## config.mk

```make
export PLATFORM = sky130hd
export DESIGN_NAME = sm_mac_unit
export DESIGN_NICKNAME = d
export VERILOG_FILES = /design/src/rtl/sm_mac_pkg.sv /design/src/rtl/sm_mac_ctrl.sv /design/src/rtl/sm_mac_dp.sv /design/src/rtl/sm_mac_unit.sv
export SDC_FILE = /design/constraint.sdc
export NUM_CORES = 1
export LEC_CHECK = 0
export BUFFER_PORTS_ARGS = -buffer_cell sky130_fd_sc_hd__buf_2
export CELL_PAD_IN_SITES_DETAIL_PLACEMENT = 0
export CELL_PAD_IN_SITES_GLOBAL_PLACEMENT = 1
export CORE_ASPECT_RATIO = 0.75
export CORE_MARGIN = 3
export CORE_UTILIZATION = 30
export CTS_CLUSTER_DIAMETER = 30
export DETAILED_ROUTE_END_ITERATION = 7
export PLACE_DENSITY_LB_ADDON = 0.25
export SYNTH_ARGS = -nofsm -noshare
export SYNTH_HDL_FRONTEND = slang
export SYNTH_SLANG_ARGS = --single-unit
```

## constraint.sdc

```tcl
create_clock -name clk -period 6.5 [get_ports clk]
set_input_delay 0.65 -clock clk [delete_from_list [all_inputs] [get_ports clk]]
set_output_delay 0.65 -clock clk [all_outputs]
set_load 0.02 [all_outputs]
```

## src/rtl/sm_mac_pkg.sv

```systemverilog
package sm_mac_pkg;

  typedef enum logic [2:0] {
    OP_CLR  = 3'd0,
    OP_ADD  = 3'd1,
    OP_SUB  = 3'd2,
    OP_LDM  = 3'd3,
    OP_MAC  = 3'd4,
    OP_MSUB = 3'd5,
    OP_HALF = 3'd6,
    OP_DIV  = 3'd7
  } op_e;

  // Strobes from control to datapath, at most one group active per cycle
  typedef struct packed {
    logic clr;
    logic addSub;
    logic negate;
    logic loadMd;
    logic half;
    logic mulInit;
    logic mulStep;
    logic divInit;
    logic divStep;
    logic divFail;
    logic lastStep;
  } strobes_t;

endpackage

```

## src/rtl/sm_mac_ctrl.sv

```systemverilog
module sm_mac_ctrl
  import sm_mac_pkg::*;
#(
  parameter int MAG_W = 32
) (
  input  logic       clk,
  input  logic       rstN,
  input  logic       start,
  input  logic [2:0] opCode,
  input  logic       divOk,
  output strobes_t   strb,
  output logic       busy,
  output logic       done
);
  localparam int CNT_W = $clog2(MAG_W);
  localparam logic [CNT_W-1:0] LAST = CNT_W'(MAG_W - 1);

  logic             busyQ, isDivQ, doneQ;
  logic [CNT_W-1:0] cntQ;
  logic             accept, goLong;
  op_e              op;

  assign op     = op_e'(opCode);
  assign accept = start && !busyQ;
  assign goLong = (op == OP_MAC) || (op == OP_MSUB) || ((op == OP_DIV) && divOk);

  always_comb begin
    strb = '0;
    if (accept) begin
      case (op)
        OP_CLR:  strb.clr = 1'b1;
        OP_ADD:  strb.addSub = 1'b1;
        OP_SUB:  begin strb.addSub = 1'b1; strb.negate = 1'b1; end
        OP_LDM:  strb.loadMd = 1'b1;
        OP_MAC:  strb.mulInit = 1'b1;
        OP_MSUB: begin strb.mulInit = 1'b1; strb.negate = 1'b1; end
        OP_HALF: strb.half = 1'b1;
        OP_DIV:  begin strb.divInit = divOk; strb.divFail = !divOk; end
        default: ;
      endcase
    end
    if (busyQ) begin
      strb.mulStep  = !isDivQ;
      strb.divStep  = isDivQ;
      strb.lastStep = (cntQ == LAST);
    end
  end

  always_ff @(posedge clk or negedge rstN) begin
    if (!rstN) begin
      busyQ  <= 1'b0;
      isDivQ <= 1'b0;
      doneQ  <= 1'b0;
      cntQ   <= '0;
    end else if (accept) begin
      busyQ  <= goLong;
      isDivQ <= (op == OP_DIV);
      doneQ  <= !goLong;
      cntQ   <= '0;
    end else if (busyQ) begin
      cntQ <= cntQ + 1'b1;
      if (cntQ == LAST) begin
        busyQ <= 1'b0;
        doneQ <= 1'b1;
      end else begin
        doneQ <= 1'b0;
      end
    end else begin
      doneQ <= 1'b0;
    end
  end

  assign busy = busyQ;
  assign done = doneQ;

endmodule

```

## src/rtl/sm_mac_dp.sv

```systemverilog
module sm_mac_dp
  import sm_mac_pkg::*;
#(
  parameter int MAG_W = 32
) (
  input  logic             clk,
  input  logic             rstN,
  input  strobes_t         strb,
  input  logic             operandSign,
  input  logic [MAG_W-1:0] operandMag,
  output logic             divOk,
  output logic             accSign,
  output logic [2*MAG_W-1:0] accMag,
  output logic             roundSign,
  output logic [MAG_W-1:0] roundMag,
  output logic             overflow
);
  localparam int ACC_W = 2 * MAG_W;
  localparam int REM_W = MAG_W + 2;

  logic             accSignQ, ovfQ, mdSignQ, effSignQ;
  logic [ACC_W-1:0] accMagQ, mdWorkQ;
  logic [MAG_W-1:0] mdMagQ, mrQ;
  logic [REM_W-1:0] remQ;

  // Sign-magnitude add: returns {carry, sign, magnitude}
  function automatic logic [ACC_W+1:0] smAdd(input logic aS, input logic [ACC_W-1:0] aM,
                                             input logic bS, input logic [ACC_W-1:0] bM);
    logic [ACC_W:0]   t;
    logic [ACC_W-1:0] m;
    logic             s, c;
    if (aS == bS) begin
      t = {1'b0, aM} + {1'b0, bM};
      m = t[ACC_W-1:0];
      s = aS;
      c = t[ACC_W];
    end else begin
      t = {1'b0, aM} - {1'b0, bM};
      c = 1'b0;
      if (t[ACC_W]) begin
        m = bM - aM;   // complement the negative difference, flip sign
        s = bS;
      end else begin
        m = t[ACC_W-1:0];
        s = aS;
      end
    end
    if (m == '0) s = 1'b0;
    return {c, s, m};
  endfunction

  logic             addSignIn;
  logic [ACC_W-1:0] addMagIn;
  logic [ACC_W+1:0] sumRes;
  logic [REM_W-1:0] shifted, divisorX, newRem;
  logic [MAG_W-1:0] quotient;
  logic [ACC_W-1:0] halved;

  always_comb begin
    if (strb.mulStep) begin
      addSignIn = effSignQ;
      addMagIn  = mrQ[MAG_W-1] ? mdWorkQ : '0;
    end else begin
      addSignIn = operandSign ^ strb.negate;
      addMagIn  = {operandMag, {MAG_W{1'b0}}};
    end
    sumRes   = smAdd(accSignQ, accMagQ, addSignIn, addMagIn);
    shifted  = {remQ[REM_W-2:0], accMagQ[MAG_W-1]};
    divisorX = {2'b00, mdMagQ};
    newRem   = remQ[REM_W-1] ? (shifted + divisorX) : (shifted - divisorX);
    quotient = {mrQ[MAG_W-2:0], ~newRem[REM_W-1]};
    halved   = accMagQ >> 1;
  end

  assign divOk = (operandMag != '0) && (accMagQ[ACC_W-1:MAG_W] < operandMag);

  always_ff @(posedge clk or negedge rstN) begin
    if (!rstN) begin
      accSignQ <= 1'b0;
      accMagQ  <= '0;
      ovfQ     <= 1'b0;
      mdSignQ  <= 1'b0;
      mdMagQ   <= '0;
      mdWorkQ  <= '0;
      mrQ      <= '0;
      remQ     <= '0;
      effSignQ <= 1'b0;
    end else begin
      if (strb.clr) begin
        accSignQ <= 1'b0;
        accMagQ  <= '0;
        ovfQ     <= 1'b0;
      end
      if (strb.addSub) begin
        accSignQ <= sumRes[ACC_W];
        accMagQ  <= sumRes[ACC_W-1:0];
        if (sumRes[ACC_W+1]) ovfQ <= 1'b1;
      end
      if (strb.loadMd) begin
        mdSignQ <= operandSign;
        mdMagQ  <= operandMag;
      end
      if (strb.half) begin
        accMagQ  <= halved;
        accSignQ <= accSignQ && (halved != '0);
      end
      if (strb.mulInit) begin
        mrQ      <= operandMag;
        mdWorkQ  <= {{MAG_W{1'b0}}, mdMagQ} << (MAG_W - 1);
        effSignQ <= mdSignQ ^ operandSign ^ strb.negate;
      end
      if (strb.mulStep) begin
        if (mrQ[MAG_W-1]) begin
          accSignQ <= sumRes[ACC_W];
          accMagQ  <= sumRes[ACC_W-1:0];
          if (sumRes[ACC_W+1]) ovfQ <= 1'b1;
        end
        mrQ     <= mrQ << 1;
        mdWorkQ <= mdWorkQ >> 1;
        if (strb.lastStep) begin
          mdMagQ  <= '0;
          mdSignQ <= 1'b0;
        end
      end
      if (strb.divInit) begin
        mdMagQ   <= operandMag;
        mdSignQ  <= operandSign;
        remQ     <= {2'b00, accMagQ[ACC_W-1:MAG_W]};
        effSignQ <= accSignQ ^ operandSign;
        mrQ      <= '0;
      end
      if (strb.divStep) begin
        remQ    <= newRem;
        mrQ     <= quotient;
        accMagQ <= accMagQ << 1;
        if (strb.lastStep) begin
          accMagQ  <= {quotient, {MAG_W{1'b0}}};
          accSignQ <= effSignQ && (quotient != '0);
          mdMagQ   <= '0;
          mdSignQ  <= 1'b0;
          remQ     <= '0;
        end
      end
      if (strb.divFail) ovfQ <= 1'b1;
    end
  end

  logic [MAG_W:0] roundSum;
  assign roundSum  = {1'b0, accMagQ[ACC_W-1:MAG_W]} + (MAG_W+1)'(accMagQ[MAG_W-1]);
  assign roundMag  = roundSum[MAG_W] ? {MAG_W{1'b1}} : roundSum[MAG_W-1:0];
  assign roundSign = accSignQ && (roundMag != '0);

  assign accSign  = accSignQ;
  assign accMag   = accMagQ;
  assign overflow = ovfQ;

endmodule

```

## src/rtl/sm_mac_unit.sv

```systemverilog
module sm_mac_unit
  import sm_mac_pkg::*;
#(
  parameter int MAG_W = 32
) (
  input  logic               clk,
  input  logic               rstN,
  input  logic               start,
  input  logic [2:0]         opCode,
  input  logic               operandSign,
  input  logic [MAG_W-1:0]   operandMag,
  output logic               busy,
  output logic               done,
  output logic               accSign,
  output logic [2*MAG_W-1:0] accMag,
  output logic               roundSign,
  output logic [MAG_W-1:0]   roundMag,
  output logic               overflow
);
  strobes_t strb;
  logic     divOk;

  sm_mac_ctrl #(.MAG_W(MAG_W)) ctrl_i (
    .clk(clk), .rstN(rstN), .start(start), .opCode(opCode), .divOk(divOk),
    .strb(strb), .busy(busy), .done(done)
  );

  sm_mac_dp #(.MAG_W(MAG_W)) dp_i (
    .clk(clk), .rstN(rstN), .strb(strb), .operandSign(operandSign),
    .operandMag(operandMag), .divOk(divOk), .accSign(accSign), .accMag(accMag),
    .roundSign(roundSign), .roundMag(roundMag), .overflow(overflow)
  );

endmodule

```

==> results.yml <==
synthesis:
  synth_warnings: 0
  yosysTopAreaCell: "dfrtp_1"
  synthCells: 3889
  synth_edf_count: 0
  synth_cell_type_count: 88
  syn_nets: 4192
  syn_area_mm2: 0.0277
  ys_seq_elements: 237
  synth_ff_type: "dfrtp_1"
  synth_top_area_share_pct: 21.4
  netlist_top_cells_area: "dfrtp_1 21%, ha_1 12%, a21oi_1 8.0%"
  yosysSeqAreaShare_pct: 21.4
  synthArstFlopShare_pct: 100
  synth.avg_cell_area_um2: 7.13
critical_path:
  r2r_slack_ns: 0.16
  path_cells: "nand2b_4 -> buf_4 -> nand2_1 -> nand2_1 -> ha_1 -> buf_4 -> nand4b_1 -> nor4_1 -> buf_4 -> nand3_1 -> a21oi_1 -> a31o_2 -> nor2_4 -> buf_12 -> buf_4 -> a2111oi_0 -> a21oi_1 -> a211oi_1 -> a31oi_1 -> xnor2_1 -> and4b_2 -> and4_1 -> nor2_1"
  max_stage_delay_ns: 0.46
  r2r_start: "ctrl_i.isDivQ$_DFFE_PN0P_"
  crit_path_start_kind: "register"
  end_kind: "register"
  critPathBufInv: 5
  critPathMostFrequentCell: "buf_4"
  cpLargestDelayFamily: "simple AND/OR/NAND/NOR gates"
  required_ns: 7.02
  critPathKind: "register to register"
  arrival_ns: 6.86
  r2r_end: "dp_i.accSign$_DFF_PN0_"
  critPathMaxFanout: 32
  reg2reg_depth: 23
  cpMaxStageDelayCell: "dfrtp_1"
timing:
  fin_crit_sh_pct: 97.5
  fin_crit_ns: 6.34
  finalSetupViolCount: 0
  slew_headroom_pct: 8.63
  hold_slack_ns: -0.00653
  fmax_mhz: 158
  worst_clock_skew_ns: 0.0235
  finalHoldViolations: 2
  worstMarginPinSlew_ns: 1.36
  drv_slew: 0
drt:
  drc: 0
  vias_per_cell: 6.01
  drtIter0Drc: 4258
  wirelength_um: 152000
  routedWlPerCell_um: 28.4
  postRouteAntennaNets: 0
  drt-pass1-iter-count: 6
  vias: 32100
clock_tree:
  clk_latency_ns: 0.64
  cts_root_buffer: "clkbuf_16"
  cts_buffers: 73
  h-tree-depth: 3
  clk_pin_slew_ns: 0.05
  clock-sinks: 237
  clock_path_buffers: 3
  postCtsHoldBufs: 0
  cts_tree: "built"
placement:
  io_buffers: 139
  gp_congestion: 1.06
  dp_hpwl_um: 120000
  dp.cells: 5205
cells_and_area:
  layout_common_cells: "524 x nand2_1, 443 x a21oi_1, 300 x nor2_1"
  nFillCells: 9848
  finalNetCount: 4373
  area_growth_pct: 20.4
  instances_no_fill: 5340
  drive_gt1_share_pct: 13.1
  mostFrequentLayoutCell: "nand2_1"
global_route:
  track_usage_pct: 30.4
  grt_pass1_wl_um: 218000
  grt_max_degree: 127
  antenna_found_initial: 3
  globalRouteOverflowTotal: 0
  grt_pass1_vias: 30100
die:
  die_area_mm2: 0.0961
  io_pins: 140
  die_h_um: 269
  num_rows: 95
  die_x_um: 357
  initial_utilization_pct: 30.6
  core_region_area_mm2: 0.0906
status:
  status: "finished, violations left"
  violations: "negative hold slack"
run:
  maxCapViolCount: 0
min_path:
  min_path_type: "input port to asynchronous set/reset pin"
what timing repair did:
| item | in CTS | in global routing |
|---|---|---|
| resized for setup | 0 | 11 |
| endpoints found under the hold margin | 0 | 0 |
| setup buffers | 0 | 2 |
| setup endpoints to repair | 0 | 1 |
through the flow:
stage | setup slack, ns | hold slack [ns] | area (um2) | setup TNS [ns] | utilization (%)
2_1_floorplan | 0.967 | 0.354 | 27700 | 0 | -
3_3_place_gp | 0.109 | 0.471 | 30800 | 0 | 34.0
3_5_place_dp | 0.139 | 0.472 | 30800 | 0 | 34.0
4_1_cts | 0.0834 | 0.00125 | 33300 | 0 | 36.8
5_1_grt | -0.00603 | 0.0140 | 33400 | -0.00603 | 36.8
6_report | 0.160 | -0.00653 | 33400 | 0 | 36.8
layer usage:
metal  share of wire, %  GRT usage [%]  vias up
met5                  0              0        -
met2                 39           41.0     1705
met3                 11           9.08      201
met4                2.6           7.60        0
li1                   -              -    14500
met1                 47           46.3    15700
cells in the mapped netlist (58+ instances only):
master    instances
nand2_1         526
a21oi_1         444
nor2_1          305
ha_1            260
inv_1           242
dfrtp_1         237
o21ai_0         215
clkbuf_1        207
nand3_1         137
xnor2_1         107
nor3_1           87
o31ai_1          84
a31oi_1          69
nor4_1           69
a21o_1           63
o22ai_1          62
o21bai_1         60
nand4_1          58
registers in the layout, indices dropped and copies added, names as in the netlist:
signal / cells
dp_i.mdMagQ: 32
dp_i.accMag: 64
dp_i.accSign: 1
dp_i.mdSignQ: 1
dp_i.effSignQ: 1
dp_i.overflow: 1
dp_i.mdWorkQ: 63
dp_i.remQ: 34
dp_i.mrQ: 32
ctrl_i.done: 1
ctrl_i.busy: 1
ctrl_i.isDivQ: 1
ctrl_i.cntQ: 5
worst max-delay path by stage:
stage / endpoint / start / slack, ns / cells past startpoint
6_report: dp_i.accSign$_DFF_PN0_ / ctrl_i.isDivQ$_DFFE_PN0P_ / 0.16 / 23
5_1_grt: dp_i.accSign$_DFF_PN0_ / ctrl_i.busy$_DFF_PN0_ / -0.006 / 23
4_1_cts: dp_i.accSign$_DFF_PN0_ / ctrl_i.busy$_DFF_PN0_ / 0.08 / 22
3_5_place_dp: dp_i.accSign$_DFF_PN0_ / ctrl_i.busy$_DFF_PN0_ / 0.14 / 22
3_3_place_gp: dp_i.accSign$_DFF_PN0_ / ctrl_i.busy$_DFF_PN0_ / 0.11 / 24
2_1_floorplan: dp_i.accSign$_DFF_PN0_ / ctrl_i.busy$_DFF_PN0_ / 0.97 / 23
cell families after synthesis:
group / after synthesis / synth area share (%)
AND/OR/NAND/NOR: 1346 / 22.2
AO/OA/AOI/OAI: 1336 / 30.6
buffers and inverters: 494 / 6.77
adder cells (fa/ha/maj): 264 / 12.0
flip-flops: 237 / 21.4
XOR/XNOR: 146 / 4.61
multiplexers: 66 / 2.43
final cells by class:
type,count,area (um2),area share (%)
multi-input cells,3158,20100,60.1
flip-flops and latches,237,5930,17.8
repair buffers,355,2430,7.27
clock buffers,96,2040,6.12
well taps,1212,1520,4.54
inverters,245,920,2.76
clock inverters,33,463,1.39
diodes,4,10.0,0.0300
Power is left out: the tool's default activity adds up to more than one toggle a clock period on the data nets, which glitch-free logic cannot reach.
